## config.mk

```make
export PLATFORM = sky130hd
export DESIGN_NAME = zc_gain_ctrl
export DESIGN_NICKNAME = d
export VERILOG_FILES = /design/src/rtl/zcg_pkg.sv /design/src/rtl/zcg_zc_detect.sv /design/src/rtl/zcg_timeout.sv /design/src/rtl/zc_gain_ctrl.sv
export SDC_FILE = /design/constraint.sdc
export NUM_CORES = 1
export LEC_CHECK = 0
export ABC_AREA = 1
export ABC_CLOCK_PERIOD_IN_PS = 1800
export BUFFER_PORTS_ARGS = -buffer_cell sky130_fd_sc_hd__buf_2
export CORE_ASPECT_RATIO = 0.9
export CORE_MARGIN = 5
export CORE_UTILIZATION = 52
export CTS_CLUSTER_SIZE = 10
export DETAILED_ROUTE_END_ITERATION = 10
export PLACE_DENSITY = 0.8
export SKIP_CTS_REPAIR_TIMING = 1
export SLEW_MARGIN = 10
export SYNTH_ARGS = -nofsm -noshare
export SYNTH_HDL_FRONTEND = slang
export SYNTH_SLANG_ARGS = --single-unit
export TNS_END_PERCENT = 5
```

## constraint.sdc

```tcl
create_clock -name clk -period 1.8 [get_ports clk]
set_input_delay 0.36 -clock clk [delete_from_list [all_inputs] [get_ports clk]]
set_output_delay 0.36 -clock clk [all_outputs]
set_load 0.02 [all_outputs]
```

## src/rtl/zcg_pkg.sv

```systemverilog
package zcg_pkg;

    typedef enum logic [1:0] {
        TMO_X1 = 2'b00,
        TMO_X2 = 2'b01,
        TMO_X4 = 2'b10,
        TMO_X8 = 2'b11
    } tmo_sel_e;

    // Last count value before expiry: base scaled by 1, 2, 4 or 8.
    function automatic int tmo_last(input int base, input logic [1:0] sel);
        return (base << sel) - 1;
    endfunction

endpackage

```

## src/rtl/zcg_zc_detect.sv

```systemverilog
module zcg_zc_detect #(
    parameter int SMP_W = 16
) (
    input  logic             clk,
    input  logic             rst_n,
    input  logic             stb,
    input  logic [SMP_W-1:0] smp,
    output logic             zc
);

    typedef struct packed {
        logic sign;
        logic seen;
    } hist_t;

    hist_t h_q, h_d;

    always_comb begin
        h_d = h_q;
        zc  = 1'b0;
        if (stb) begin
            zc = (smp == '0) || (h_q.seen && (smp[SMP_W-1] != h_q.sign));
            h_d.sign = smp[SMP_W-1];
            h_d.seen = 1'b1;
        end
    end

    always_ff @(posedge clk or negedge rst_n) begin
        if (!rst_n) h_q <= '0;
        else        h_q <= h_d;
    end

    // history moves only on a strobe
    a_r10_hist_hold: assert property (@(posedge clk) disable iff (!rst_n)
        !stb |=> $stable(h_q));

endmodule

```

## src/rtl/zcg_timeout.sv

```systemverilog
module zcg_timeout #(
    parameter int TMO_BASE = 256
) (
    input  logic       clk,
    input  logic       rst_n,
    input  logic       restart,
    input  logic       active,
    input  logic       stb,
    input  logic [1:0] sel,
    output logic       expire
);
    import zcg_pkg::*;

    localparam int TMO_W = $clog2(TMO_BASE) + 3;

    typedef struct packed {
        logic [TMO_W-1:0] cnt;
    } tmo_t;

    tmo_t t_q, t_d;
    logic [TMO_W-1:0] last;

    always_comb begin
        last   = TMO_W'(tmo_last(TMO_BASE, sel));
        expire = active && stb && !restart && (t_q.cnt >= last);
        t_d    = t_q;
        if (restart || !active || expire) t_d.cnt = '0;
        else if (stb)                     t_d.cnt = t_q.cnt + 1'b1;
    end

    always_ff @(posedge clk or negedge rst_n) begin
        if (!rst_n) t_q <= '0;
        else        t_q <= t_d;
    end

    // a restart always brings the count back to zero
    a_r5_restart_clears: assert property (@(posedge clk) disable iff (!rst_n)
        restart |=> (t_q.cnt == '0));

endmodule

```

## src/rtl/zc_gain_ctrl.sv

```systemverilog
module zc_gain_ctrl #(
    parameter int GAIN_W   = 7,
    parameter int SMP_W    = 16,
    parameter int TMO_BASE = 256
) (
    input  logic              clk,
    input  logic              rst_n,
    input  logic              cal_hold,
    input  logic              smp_stb,
    input  logic [SMP_W-1:0]  smp_l,
    input  logic [SMP_W-1:0]  smp_r,
    input  logic              wr_stb,
    input  logic              wr_zc_en,
    input  logic [GAIN_W-1:0] wr_gain,
    input  logic [1:0]        tmo_sel,
    output logic [GAIN_W-1:0] gain_l,
    output logic [GAIN_W-1:0] gain_r,
    output logic              done
);

    localparam int CH = 2;

    typedef struct packed {
        logic [CH-1:0][GAIN_W-1:0] gain;
        logic [CH-1:0]             pend;
        logic [GAIN_W-1:0]         tgt;
        logic                      done;
    } ctl_t;

    ctl_t c_q, c_d;

    logic [SMP_W-1:0] smp [CH];
    logic [CH-1:0]    zc;
    logic             tmo_exp;
    logic             tmo_restart;
    logic             tmo_active;

    assign smp[0] = smp_l;
    assign smp[1] = smp_r;

    for (genvar ch = 0; ch < CH; ch++) begin : g_det
        zcg_zc_detect #(.SMP_W(SMP_W)) u_det (
            .clk   (clk),
            .rst_n (rst_n),
            .stb   (smp_stb),
            .smp   (smp[ch]),
            .zc    (zc[ch])
        );
    end

    assign tmo_restart = wr_stb && wr_zc_en && !cal_hold;
    assign tmo_active  = |c_q.pend;

    zcg_timeout #(.TMO_BASE(TMO_BASE)) u_tmo (
        .clk     (clk),
        .rst_n   (rst_n),
        .restart (tmo_restart),
        .active  (tmo_active),
        .stb     (smp_stb),
        .sel     (tmo_sel),
        .expire  (tmo_exp)
    );

    always_comb begin
        c_d = c_q;
        if (cal_hold) begin
            c_d.gain = '0;
            c_d.pend = '0;
            c_d.tgt  = '0;
        end else if (wr_stb) begin
            c_d.tgt = wr_gain;
            for (int ch = 0; ch < CH; ch++) begin
                if (wr_zc_en) begin
                    c_d.pend[ch] = (c_q.gain[ch] != wr_gain);
                end else begin
                    c_d.gain[ch] = wr_gain;
                    c_d.pend[ch] = 1'b0;
                end
            end
        end else begin
            for (int ch = 0; ch < CH; ch++) begin
                if (c_q.pend[ch] && (zc[ch] || tmo_exp)) begin
                    c_d.gain[ch] = c_q.tgt;
                    c_d.pend[ch] = 1'b0;
                end
            end
        end
        c_d.done = ~|c_d.pend;
    end

    always_ff @(posedge clk or negedge rst_n) begin
        if (!rst_n) begin
            c_q      <= '0;
            c_q.done <= 1'b1;
        end else begin
            c_q <= c_d;
        end
    end

    assign gain_l = c_q.gain[0];
    assign gain_r = c_q.gain[1];
    assign done   = c_q.done;

    // an immediate write lands on both channels
    a_r2_immediate: assert property (@(posedge clk) disable iff (!rst_n)
        (wr_stb && !wr_zc_en && !cal_hold) |=>
            (gain_l == $past(wr_gain)) && (gain_r == $past(wr_gain)) && done);

    // calibration hold mutes both channels
    a_r9_cal_mute: assert property (@(posedge clk) disable iff (!rst_n)
        cal_hold |=> (gain_l == '0) && (gain_r == '0) && done);

    // an expiry leaves no channel pending
    a_r5_expire_commits: assert property (@(posedge clk) disable iff (!rst_n)
        (tmo_exp && !wr_stb && !cal_hold) |=> (c_q.pend == '0));

    // a committed channel holds its gain until a write arrives
    a_r6_left_hold: assert property (@(posedge clk) disable iff (!rst_n)
        (!wr_stb && !cal_hold && !c_q.pend[0]) |=> $stable(gain_l));

    // completion means both channels carry the target
    a_r8_done_target: assert property (@(posedge clk) disable iff (!rst_n)
        done |-> (gain_l == c_q.tgt) && (gain_r == c_q.tgt));

endmodule

```

==> results of run 1 <==
[flip-flops by register name (all words and copies together) (netlist names)]
signal and flops:
c_q 9, done 1, g_det.u_det.h_q 3, gain_l 7, gain_r 7, u_tmo.t_q 11
[final timing paths]
| kind | cells past startpoint | end | startpoint | slack [ns] |
|---|---|---|---|---|
| min in group clk | 3 | g_det[1].u_det.h_q[1] | smp_r[15] | 0.32 |
| worst max-delay path | 10 | gain_l[2] | u_tmo.t_q[10] | 0.11 |
| worst min register to register | 2 | g_det[1].u_det.h_q[0] | g_det[1].u_det.h_q[0] | 0.48 |
| worst max register to register | 10 | gain_l[2] | u_tmo.t_q[10] | 0.11 |
| worst min-delay path | 1 | u_tmo.t_q[0] | rst_n | 0.006 |
| max in group asynchronous | 2 | gain_l[3] | rst_n | 1.34 |
[stage by stage]
step	instance area (um2)	setup TNS [ns]	setup slack, ns	utilization [%]
after CTS	2590	0	0.0160	63.1
after global placement	2490	0	0.0254	60.8
after detailed placement	2490	-0.986	-0.0807	60.8
after global routing	2660	-0.00314	-0.00314	64.8
final	2660	0	0.115	64.8
after floorplan	2230	0	0.239	-
[layout make-up]
type | instances | share of cell area [%]
multi-input cells | 208 | 42.3
repair buffers | 67 | 13.7
inverters | 17 | 2.40
well taps | 48 | 2.26
clock buffers | 6 | 3.11
flip-flops and latches | 38 | 35.8
clock inverters | 2 | 0.471
[metal layers]
metal / GRT usage (%) / routed length [um] / vias up
met5: 0 / 0 / -
met4: 4.01 / 24 / 0
met3: 4.34 / 290 / 4
met2: 26.8 / 2130 / 45
met1: 23.5 / 2270 / 845
li1: - / - / 998
[cell families after synthesis]
family                   count (synthesis)  share of synthesized area (%)
AND/OR/NAND/NOR                        168                           35.1
flip-flops                              38                           42.8
buffers and inverters                   34                           8.49
AO/OA/AOI/OAI                           18                           4.27
XOR/XNOR                                18                           7.08
adder cells (fa/ha/maj)                  4                           2.25
[cells in the final DEF, fill, tap and decap left out]
cell	n
sky130_fd_sc_hd__a21oi_2	1
sky130_fd_sc_hd__buf_12	1
sky130_fd_sc_hd__inv_1	11
sky130_fd_sc_hd__nand2_1	83
sky130_fd_sc_hd__dfstp_2	1
sky130_fd_sc_hd__inv_2	6
sky130_fd_sc_hd__a21oi_1	6
sky130_fd_sc_hd__nand3b_1	2
sky130_fd_sc_hd__nand3_4	2
sky130_fd_sc_hd__nand3_2	2
sky130_fd_sc_hd__clkinv_2	1
sky130_fd_sc_hd__nor3_2	1
sky130_fd_sc_hd__nor2_2	3
sky130_fd_sc_hd__nand2_2	1
sky130_fd_sc_hd__nand2_4	4
sky130_fd_sc_hd__nand3b_2	1
sky130_fd_sc_hd__xor2_1	10
sky130_fd_sc_hd__o22ai_1	1
sky130_fd_sc_hd__o21ai_0	5
sky130_fd_sc_hd__o21ai_1	4
sky130_fd_sc_hd__dfrtp_1	37
sky130_fd_sc_hd__nor2_1	34
sky130_fd_sc_hd__buf_2	61
sky130_fd_sc_hd__nor2_4	2
sky130_fd_sc_hd__ha_1	2
sky130_fd_sc_hd__ha_4	2
sky130_fd_sc_hd__clkinvlp_4	1
sky130_fd_sc_hd__nor3_1	6
sky130_fd_sc_hd__o21ai_2	1
sky130_fd_sc_hd__xnor2_1	8
sky130_fd_sc_hd__nand3_1	24
sky130_fd_sc_hd__clkbuf_8	6
sky130_fd_sc_hd__buf_4	5
sky130_fd_sc_hd__nand4_1	3
[report_power, final]
group          leakage, nW  switching (mW)  total (mW)  internal (mW)
registers            0.504          0.0389       0.944          0.905
clock network       0.0472           0.287       0.594          0.308
logic                0.853           0.218       0.361          0.143
[worst max-delay path, delay by kind of cell, from the launching register on]
kind / cells / cell delay (ns)
adder cells (fa/ha/maj): 1 / 0.27
buffers and inverters: 1 / 0.05
flip-flops: 1 / 0.42
AO/OA/AOI/OAI: 1 / 0.16
AND/OR/NAND/NOR: 7 / 0.71
==> metrics.txt, run 1 <==
status finished clean; dominant cell type by area after synthesis sky130_fd_sc_hd__dfrtp_1; most prevalent standard cell on the critical path sky130_fd_sc_hd__nand2_4; final wirelength 4710 um; post-synthesis instance total 280; number of flip-flops and latches in the synthesized netlist 38; series of cell instances along the critical path ha_4, nand2_4, inv_1, a21oi_2, nand3_2, nand2_4, nand3_4, nand2_4, nand2_1, nand2_1; clock tree root driver cell sky130_fd_sc_hd__clkbuf_8; shortest clock period the worst path allows after layout 1.69 ns; number of rows in the core area 22; antenna violations before repair 0; DRC 0; required time at the worst-slack endpoint 2.02 ns; total power 1.90 mW; Slew Limit Fails 0; Worst VDD drop 0.000544 V; area share of the largest cell type after synthesis 41.6%; filler instances 354; Layout area overhead 19.4%; Fin. Hold Viols 0; fraction of the yosys area taken by sequential cells 42.8%; Max Fanout on Critical Path 8; clock insertion delay at the later pin of the skew report 0.28 ns; Mean Syn Cell Area 7.95 um2; post-synth net total 331; tightest hold margin 0.00570 ns; TritonCTS clock tree done; endpoint kind of the worst setup timing path register; area of the multi-input gates 0.00112 mm2; sort of element at the start of the critical path register; IO Pins 62; transition time of the tightest slew-check pin 0.431 ns; largest cells by area after synthesis sky130_fd_sc_hd__dfrtp_1 (42%), sky130_fd_sc_hd__nand2_1 (14%), sky130_fd_sc_hd__nor2_1 (5.9%); portion of the clock cycle consumed by the worst path in the final layout 93.6%; highest clock rate 0.593 GHz; final non-filler cell total 386; Cell Area, Synth 0.00223 mm2; warnings from Yosys 0; flip-flop cell with the highest count after synthesis sky130_fd_sc_hd__dfrtp_1; Largest stage delay, worst path 0.42 ns; violation count after the first detailed-route iteration 159; total clock buffers created by CTS 5; die height 72.1 um; die footprint 0.00569 mm2; static power due to leakage 1.40 nW; setup clock skew after layout 0.00729 ns; Initial DRT Pass Iterations 4; Inserted Diodes 0; IO buf count 61; total vias in the final route 1892; aggregate global-route resource usage 17.0%; Register Area 952 um2; Detailed Place HPWL 3760 um; slowest library cell on the worst path sky130_fd_sc_hd__dfrtp_1; most frequently used cell type in the post-synthesis netlist sky130_fd_sc_hd__nand2_1; power density relative to cell area 714 mW/mm2; ratio of cells with drive above 1 in the final layout 30.2%; vias in the first global route 1790; max cap viols 0; distinct cell type count of the synthesized netlist 28; initial standard-cell utilization of the core 54.3%; maximum number of pins on one net before global-route repair 22; DIE WIDTH 79.0 um; number of routed nets with antenna violations 0; DP Cell Count 374; data arrival time at the worst-slack endpoint 1.91 ns; CTS HTree Levels 2; clock input transition at the sequential cells of the worst setup and hold paths 0.07 ns; DR vias/cell 4.90; number of nets in the final layout 388; HP Class input port to asynchronous set/reset pin; count of endpoints failing setup in the final report 0; Sink Count 38; slew margin rel. 71.3%; overall overflow remaining after global route 0; path type of the worst setup path register to register; Placer Congestion 0.819; placeable core region 0.00410 mm2; top cells by instance count after synthesis sky130_fd_sc_hd__nand2_1 (84), sky130_fd_sc_hd__dfrtp_1 (37), sky130_fd_sc_hd__nor2_1 (35); Post-synth ARST share 100%; number of synthesized flops with an enable pin 0; wire length of the first global-routing pass 7830 um; Routed WL per cell 12.2 um; clock buffer depth 2
Note: power is estimated with default switching activity, not from simulation.
==> run 2: changes to the inputs <==
- ABC_AREA: 1 -> unset
- ABC_CLOCK_PERIOD_IN_PS: 1800 -> 1500
- BUFFER_PORTS_ARGS: -buffer_cell sky130_fd_sc_hd__buf_2 -> unset
- CORE_UTILIZATION: 52 -> 56
- DONT_BUFFER_PORTS: unset -> 1
- PLACE_DENSITY: 0.8 -> 0.74
- clock period: 1.8 -> 1.5 ns (I/O delays scaled with it)
==> metrics.txt, run 2 <==
Top reg by flops u_tmo.t_q (unchanged); depth of the worst register-to-register path 6 (was 10); post-synth net total 241 (was 331); number of synthesized flops with an enable pin 0 (unchanged); filler instances 245 (was 354); r2r endpoint gain_l[0] (was gain_l[2]); largest cells by area after synthesis sky130_fd_sc_hd__dfrtp_1 (46%), sky130_fd_sc_hd__mux2_2 (8.9%), sky130_fd_sc_hd__buf_4 (5.2%) (was sky130_fd_sc_hd__dfrtp_1 (42%), sky130_fd_sc_hd__nand2_1 (14%), sky130_fd_sc_hd__nor2_1 (5.9%)); top cells by instance count after synthesis sky130_fd_sc_hd__dfrtp_1 (37), sky130_fd_sc_hd__nor2_1 (24), sky130_fd_sc_hd__mux2_2 (16) (was sky130_fd_sc_hd__nand2_1 (84), sky130_fd_sc_hd__dfrtp_1 (37), sky130_fd_sc_hd__nor2_1 (35)); total power 2.44 mW (was 1.90 mW); power density relative to cell area 1020 mW/mm2 (was 714 mW/mm2); placeable core region 0.00343 mm2 (was 0.00410 mm2); DIE WIDTH 73.3 um (was 79.0 um); required time at the worst-slack endpoint 1.68 ns (was 2.02 ns); maximum number of pins on one net before global-route repair 39 (was 22); Top Registers u_tmo.t_q (11), c_q (9) (unchanged); Slew Limit Fails 0 (unchanged); distinct cell type count of the synthesized netlist 29 (was 28); initial standard-cell utilization of the core 59.0% (was 54.3%); aggregate global-route resource usage 19.6% (was 17.0%); count of cells along the worst hold path 1; area of the multi-input gates 986 um2 (was 0.00112 mm2); most frequently used cell type in the post-synthesis netlist sky130_fd_sc_hd__dfrtp_1 (was sky130_fd_sc_hd__nand2_1); final wirelength 4530 um (was 4710 um); Largest stage delay, worst path 0.43 ns (was 0.42 ns); ratio of cells with drive above 1 in the final layout 32.2% (was 30.2%); highest-count cells in the layout ignoring fill and taps sky130_fd_sc_hd__dfrtp_1 (37), sky130_fd_sc_hd__buf_4 (32), sky130_fd_sc_hd__nor2_1 (24) (was sky130_fd_sc_hd__nand2_1 (83), sky130_fd_sc_hd__buf_2 (61), sky130_fd_sc_hd__dfrtp_1 (37)); flip-flop cell with the highest count after synthesis sky130_fd_sc_hd__dfrtp_1 (unchanged); endpoint of the worst hold-timing path c_q[2]; status finished, violations left (was finished clean); most common cell after layout, fill and taps aside sky130_fd_sc_hd__dfrtp_1 (was sky130_fd_sc_hd__nand2_1); HP Class input port to register (was input port to asynchronous set/reset pin); setup clock skew after layout 0.0122 ns (was 0.00729 ns); Worst VDD drop 0.000765 V (was 0.000544 V); series of cell instances along the critical path ha_4, a21o_1, a221o_2, a211oi_4, nor2_4, mux2_4 (was ha_4, nand2_4, inv_1, a21oi_2, nand3_2, nand2_4, nand3_4, nand2_4, nand2_1, nand2_1); die footprint 0.00491 mm2 (was 0.00569 mm2); Layout area overhead 18.1% (was 19.4%); highest clock rate 0.464 GHz (was 0.593 GHz); Detailed Place HPWL 3400 um (was 3760 um); clock buffer depth 2 (unchanged); total clock buffers created by CTS 5 (unchanged); static power due to leakage 1.09 nW (was 1.40 nW); Sink Count 38 (unchanged); sort of element at the start of the critical path register (unchanged); fraction of the yosys area taken by sequential cells 47.1% (was 42.8%); flip-flop count of the largest register after layout 11 (unchanged); count of endpoints failing setup in the final report 28 (was 0); portion of the clock cycle consumed by the worst path in the final layout 144% (was 93.6%); Post-synth ARST share 100% (unchanged); endpoint kind of the worst setup timing path register (unchanged); area fraction in and, or, nand and nor cells after synthesis 15.3% (was 35.1%); Placer Congestion 0.822 (was 0.819); slowest library cell on the worst path sky130_fd_sc_hd__dfrtp_1 (unchanged); clock insertion delay at the later pin of the skew report 0.30 ns (was 0.28 ns); clock input transition at the sequential cells of the worst setup and hold paths 0.08 ns (was 0.07 ns); post-synthesis instance total 190 (was 280); Inserted Diodes 0 (unchanged); number of nets in the final layout 264 (was 388); global routing met2 resource utilization 30.7% (was 26.8%); transition time of the tightest slew-check pin 0.440 ns (was 0.431 ns); main combinational cell family by area after synthesis simple AND/OR/NAND/NOR gates (unchanged); wire length of the first global-routing pass 7290 um (was 7830 um); die height 67.0 um (was 72.1 um); post-placement setup slack -0.614 ns (was -0.0807 ns); dominant cell type by area after synthesis sky130_fd_sc_hd__dfrtp_1 (unchanged); complex-gate fraction of the synthesized area 6.44% (was 4.27%); final design instance area without fill 0.00239 mm2 (was 0.00266 mm2); Register Area 952 um2 (unchanged); DR vias/cell 5.83 (was 4.90); final worst setup slack -0.654 ns (was 0.115 ns); Reg-to-Reg Start u_tmo.t_q[9] (was u_tmo.t_q[10]); slew margin rel. 70.6% (was 71.3%); multiplexer area fraction after synthesis 12.4% (was 0%); shortest clock period the worst path allows after layout 2.15 ns (was 1.69 ns); post-synthesis share of cell area spent on xor and xnor gates 9.96% (was 7.08%); antenna violations before repair 0 (unchanged); register-to-register path setup slack -0.65 ns (was 0.11 ns); TritonCTS clock tree done (unchanged); CTS HTree Levels 2 (unchanged); clock tree root driver cell sky130_fd_sc_hd__clkbuf_8 (unchanged); violations in the final reports setup timing; number of routed nets with antenna violations 0 (unchanged); max cap viols 0 (unchanged); RSZ-0062 raised after global routing true; Adder-Cell Fraction of Synth Area 2.48% (was 2.25%); Routed WL per cell 17.5 um (was 12.2 um); family of cells with the greatest summed delay on the critical path compound AO/OA/AOI/OAI gates (was simple AND/OR/NAND/NOR gates); IO buf count 0 (was 61); violation count after the first detailed-route iteration 91 (was 159); vias in the first global route 1546 (was 1790); met3 Resource Use GR 8.90% (was 4.34%); Finished Core Util 69.6% (was 64.8%); cell area after placement 0.00218 mm2 (was 0.00249 mm2); Max Fanout on Critical Path 7 (was 8); DRC 0 (unchanged); number of rows in the core area 20 (was 22); data arrival time at the worst-slack endpoint 2.33 ns (was 1.91 ns); Cell Area, Synth 0.00202 mm2 (was 0.00223 mm2); overall overflow remaining after global route 0 (unchanged); global route hottest layer met2 (unchanged); Min-Delay Startpoint cal_hold; area share of the largest cell type after synthesis 45.8% (was 41.6%); tightest hold margin 0.0766 ns (was 0.00570 ns); total vias in the final route 1505 (was 1892); Initial DRT Pass Iterations 4 (unchanged); met1 Track Usage GR 24.0% (was 23.5%); number of flip-flops and latches in the synthesized netlist 38 (unchanged); warnings from Yosys 0 (unchanged); path type of the worst setup path register to register (unchanged); Fin. Hold Viols 0 (unchanged); CP bufs+invs 0 (was 1); IO Pins 62 (unchanged); Mean Syn Cell Area 10.6 um2 (was 7.95 um2)
## run 2: cell count changes after synthesis, sizes merged, moves of 3 or more
cell,before,now
nand3,28,3
clkbuf,0,3
o21ai,10,5
nor3,7,1
nand2,88,9
or3,0,3
inv,17,2
nor4,0,10
mux2i,0,7
mux2,0,16
nand4,3,8
nor2,39,26
xnor2,8,11
## run 2: final cells by class
cell class	instances	share of cell area, %
tap	44	2.31
timing repair buffer	34	11.3
inverter	2	0.314
multi-input combinational	132	41.3
clock buffer	7	3.62
clock inverter	1	1.26
sequential	38	39.9
## run 2: metal layers
metal	share of wire, %	vias to the layer above	routed length (um)
li1	-	696	-
met1	42	750	1880
met2	49	51	2220
met3	8.0	8	361
met4	1.5	0	67
met5	0	-	0
## run 2: kinds of logic (layout without fill, tap and decap cells)
| kind of cell | Yosys count | count (layout) |
|---|---|---|
| AOI/OAI and AO/OA | 19 | 19 |
| xor gates and xnor gates | 23 | 23 |
| adders and majority gates | 4 | 4 |
| buffers and inverters | 20 | 44 |
| DFF | 38 | 38 |
| muxes | 23 | 23 |
| and+or+nand+nor | 63 | 63 |
## run 2: how the worst max path moves through the flow
stage,to,startpoint,slack (ns),depth (start not counted)
3_5_place_dp,gain_l[0],u_tmo.t_q[9],-0.61,7
4_1_cts,gain_l[0],u_tmo.t_q[9],-0.64,7
6_report,gain_l[0],u_tmo.t_q[9],-0.65,6
3_3_place_gp,gain_l[0],u_tmo.t_q[10],-0.55,7
2_1_floorplan,gain_l[0],u_tmo.t_q[9],-0.47,7
5_1_grt,gain_l[0],u_tmo.t_q[9],-0.72,6
## run 2: report_power, final
| part | switching, mW | leakage [nW] | internal (mW) | total [mW] |
|---|---|---|---|---|
| Sequential | 0.0522 | 0.501 | 1.09 | 1.14 |
| Combinational | 0.210 | 0.527 | 0.186 | 0.396 |
| Clock | 0.358 | 0.0585 | 0.542 | 0.900 |
## run 2: through the flow
| step | instances | TNS (ns) |
|---|---|---|
| after detailed placement | 246 | -12.43 |
| after floorplan | 190 | -10.10 |
| after CTS | 254 | -13.22 |
| final | 258 | -12.66 |
| after global placement | 246 | -10.92 |
| after global routing | 258 | -14.77 |
==> run 3: changes to the inputs <==
- ABC_AREA: unset -> 1
- CORE_UTILIZATION: 56 -> 57
- PLACE_DENSITY: 0.74 -> 0.75
==> metrics.txt, run 3 (synthesis gave the netlist of run 1 again) <==
clock input transition at the sequential cells of the worst setup and hold paths 0.07 ns (was 0.08 ns); clock buffer depth 2 (unchanged); power density relative to cell area 881 mW/mm2 (was 1020 mW/mm2); violation count after the first detailed-route iteration 112 (was 91); static power due to leakage 1.19 nW (was 1.09 nW); Max Fanout on Critical Path 8 (was 7); clock insertion delay at the later pin of the skew report 0.28 ns (was 0.30 ns); tightest hold margin 0.137 ns (was 0.0766 ns); Sink Count 38 (unchanged); combinational fraction of design power 15.3% (was 16.2%); die footprint 0.00526 mm2 (was 0.00491 mm2); number of routed nets with antenna violations 0 (unchanged); endpoint kind of the worst setup timing path register (unchanged); detailed-routed wire length on met2 2100 um (was 2220 um); Net Switching 608 uW (was 620 uW); Detailed Place HPWL 3540 um (was 3400 um); TritonCTS clock tree done (unchanged); DRC 0 (unchanged); die height 69.3 um (was 67.0 um); length of routed met3 wiring 395 um (was 361 um); DIE WIDTH 75.9 um (was 73.3 um); Inserted Diodes 0 (unchanged); clock tree root driver cell sky130_fd_sc_hd__clkbuf_8 (unchanged); most common cell after layout, fill and taps aside sky130_fd_sc_hd__nand2_1 (was sky130_fd_sc_hd__dfrtp_1); DR vias/cell 5.34 (was 5.83); total power 2.15 mW (was 2.44 mW); setup clock skew after layout 0.00822 ns (was 0.0122 ns); IO buf count 0 (unchanged); Worst VDD drop 0.000809 V (was 0.000765 V); final worst setup slack -0.132 ns (was -0.654 ns); violations in the final reports setup timing (unchanged); count of endpoints failing setup in the final report 24 (was 28); Internal 1.55 mW (was 1.82 mW); aggregate global-route resource usage 17.6% (was 19.6%); post-placement setup slack -0.142 ns (was -0.614 ns); family of cells with the greatest summed delay on the critical path simple AND/OR/NAND/NOR gates (was compound AO/OA/AOI/OAI gates); Top Registers u_tmo.t_q (11), c_q (9) (unchanged); sequential power share 54.1% (was 46.9%); max cap viols 0 (unchanged); shortest clock period the worst path allows after layout 1.63 ns (was 2.15 ns); wire length on met1 2160 um (was 1880 um); final wirelength 4730 um (was 4530 um); overall overflow remaining after global route 0 (unchanged); maximum number of pins on one net before global-route repair 39 (unchanged); highest clock rate 0.613 GHz (was 0.464 GHz); Placer Congestion 0.829 (was 0.822); data arrival time at the worst-slack endpoint 1.80 ns (was 2.33 ns); CP bufs+invs 0 (unchanged); required time at the worst-slack endpoint 1.67 ns (was 1.68 ns); Slew Limit Fails 0 (unchanged); portion of the clock cycle consumed by the worst path in the final layout 109% (was 144%); initial standard-cell utilization of the core 59.2% (was 59.0%); Largest stage delay, worst path 0.41 ns (was 0.43 ns); HP Class input port to register (unchanged); antenna violations before repair 0 (unchanged); path type of the worst setup path register to register (unchanged); total clock buffers created by CTS 5 (unchanged); Routed WL per cell 14.2 um (was 17.5 um); IO Pins 62 (unchanged); DP Cell Count 320 (was 246); CTS HTree Levels 2 (unchanged); sort of element at the start of the critical path register (unchanged); total vias in the final route 1777 (was 1505); final non-filler cell total 333 (was 258); clock power share 30.6% (was 36.9%); ratio of cells with drive above 1 in the final layout 19.2% (was 32.2%); Fin. Hold Viols 0 (unchanged); switching power share of the total 28.2% (was 25.4%); RSZ-0062 raised after global routing true (unchanged); most prevalent standard cell on the critical path sky130_fd_sc_hd__nand2_4; number of rows in the core area 21 (was 20); Sum Neg Setup Slack -1.95 ns (was -12.66 ns); top layer in use met4 (unchanged); status finished, violations left (unchanged); transition time of the tightest slew-check pin 0.282 ns (was 0.440 ns); placeable core region 0.00376 mm2 (was 0.00343 mm2); slowest library cell on the worst path sky130_fd_sc_hd__dfrtp_1 (unchanged); wire length of the first global-routing pass 7340 um (was 7290 um); Initial DRT Pass Iterations 4 (unchanged); Layout area overhead 9.72% (was 18.1%); Top reg by flops u_tmo.t_q (unchanged); highest-count cells in the layout ignoring fill and taps sky130_fd_sc_hd__nand2_1 (79), sky130_fd_sc_hd__dfrtp_1 (37), sky130_fd_sc_hd__nor2_1 (33) (was sky130_fd_sc_hd__dfrtp_1 (37), sky130_fd_sc_hd__buf_4 (32), sky130_fd_sc_hd__nor2_1 (24)); slew margin rel. 81.1% (was 70.6%); vias in the first global route 1570 (was 1546); flip-flop count of the largest register after layout 11 (unchanged); series of cell instances along the critical path ha_4, nand2_4, nor2_2, nand3b_2, nand3_2, nand2_4, nand3_4, nand2_4, nand2_1, nand2_1 (was ha_4, a21o_1, a221o_2, a211oi_4, nor2_4, mux2_4); number of nets in the final layout 337 (was 264)
==> run 3: cell count changes in the layout (fill, tap and decap cells not counted), sizes merged, moves of 5 or more <==
cell   delta
o21ai     +5
mux2i     -7
nor4     -10
nand4     -5
inv      +15
nor3      +6
mux2     -16
buf      -18
nor2     +13
nand2    +79
nand3    +25
==> run 3: routing by layer <==
layer / global-route usage, % / vias to the layer above
li1: - / 896
met1: 26.9 / 815
met2: 24.2 / 59
met3: 5.36 / 7
met4: 4.08 / 0
met5: 0 / -
==> run 3: worst register-to-register path, delay by kind of cell, from the launching register on <==
family | cells | cell delay, ns
flops | 1 | 0.41
fa+ha+maj | 1 | 0.29
simple gates | 9 | 0.81
==> run 3: power by group through the flow <==
| stage | logic (mW) | registers (mW) | clock network, mW |
|---|---|---|---|
| floorplan | 0.308 | 1.15 | 0 |
| global placement | 0.281 | 1.18 | 0 |
| detailed placement | 0.289 | 1.18 | 0 |
| CTS | 0.290 | 1.16 | 0.672 |
| global route | 0.376 | 1.17 | 0.722 |
| finish | 0.330 | 1.16 | 0.659 |
==> run 3: layout make-up <==
cell class	count	area, um2
clock buffer	8	80.1
multi-input combinational	208	1150
timing repair buffer	16	135
inverter	17	63.8
sequential	38	952
fill	316	1320
tap	46	57.6
==> run 3: per-stage QoR <==
step / instance area, um2 / util [%]
2_1_floorplan: 2230 / -
3_3_place_gp: 2240 / 59.7
3_5_place_dp: 2240 / 59.7
4_1_cts: 2320 / 61.9
5_1_grt: 2440 / 65.0
6_report: 2440 / 65.0
==> run 3: worst paths after layout <==
check                                 startpoint               endpoint  slack (ns)  depth (start not counted)
max in group asynchronous                  rst_n                   done        0.75                          2
max                                 u_tmo.t_q[9]              gain_l[2]       -0.13                         10
min in group asynchronous                  rst_n           u_tmo.t_q[5]        0.49                          2
min reg2reg                g_det[1].u_det.h_q[0]  g_det[1].u_det.h_q[0]        0.47                          2
min                                      smp_stb  g_det[1].u_det.h_q[1]        0.14                          2
max reg2reg                         u_tmo.t_q[9]              gain_l[2]       -0.13                         10
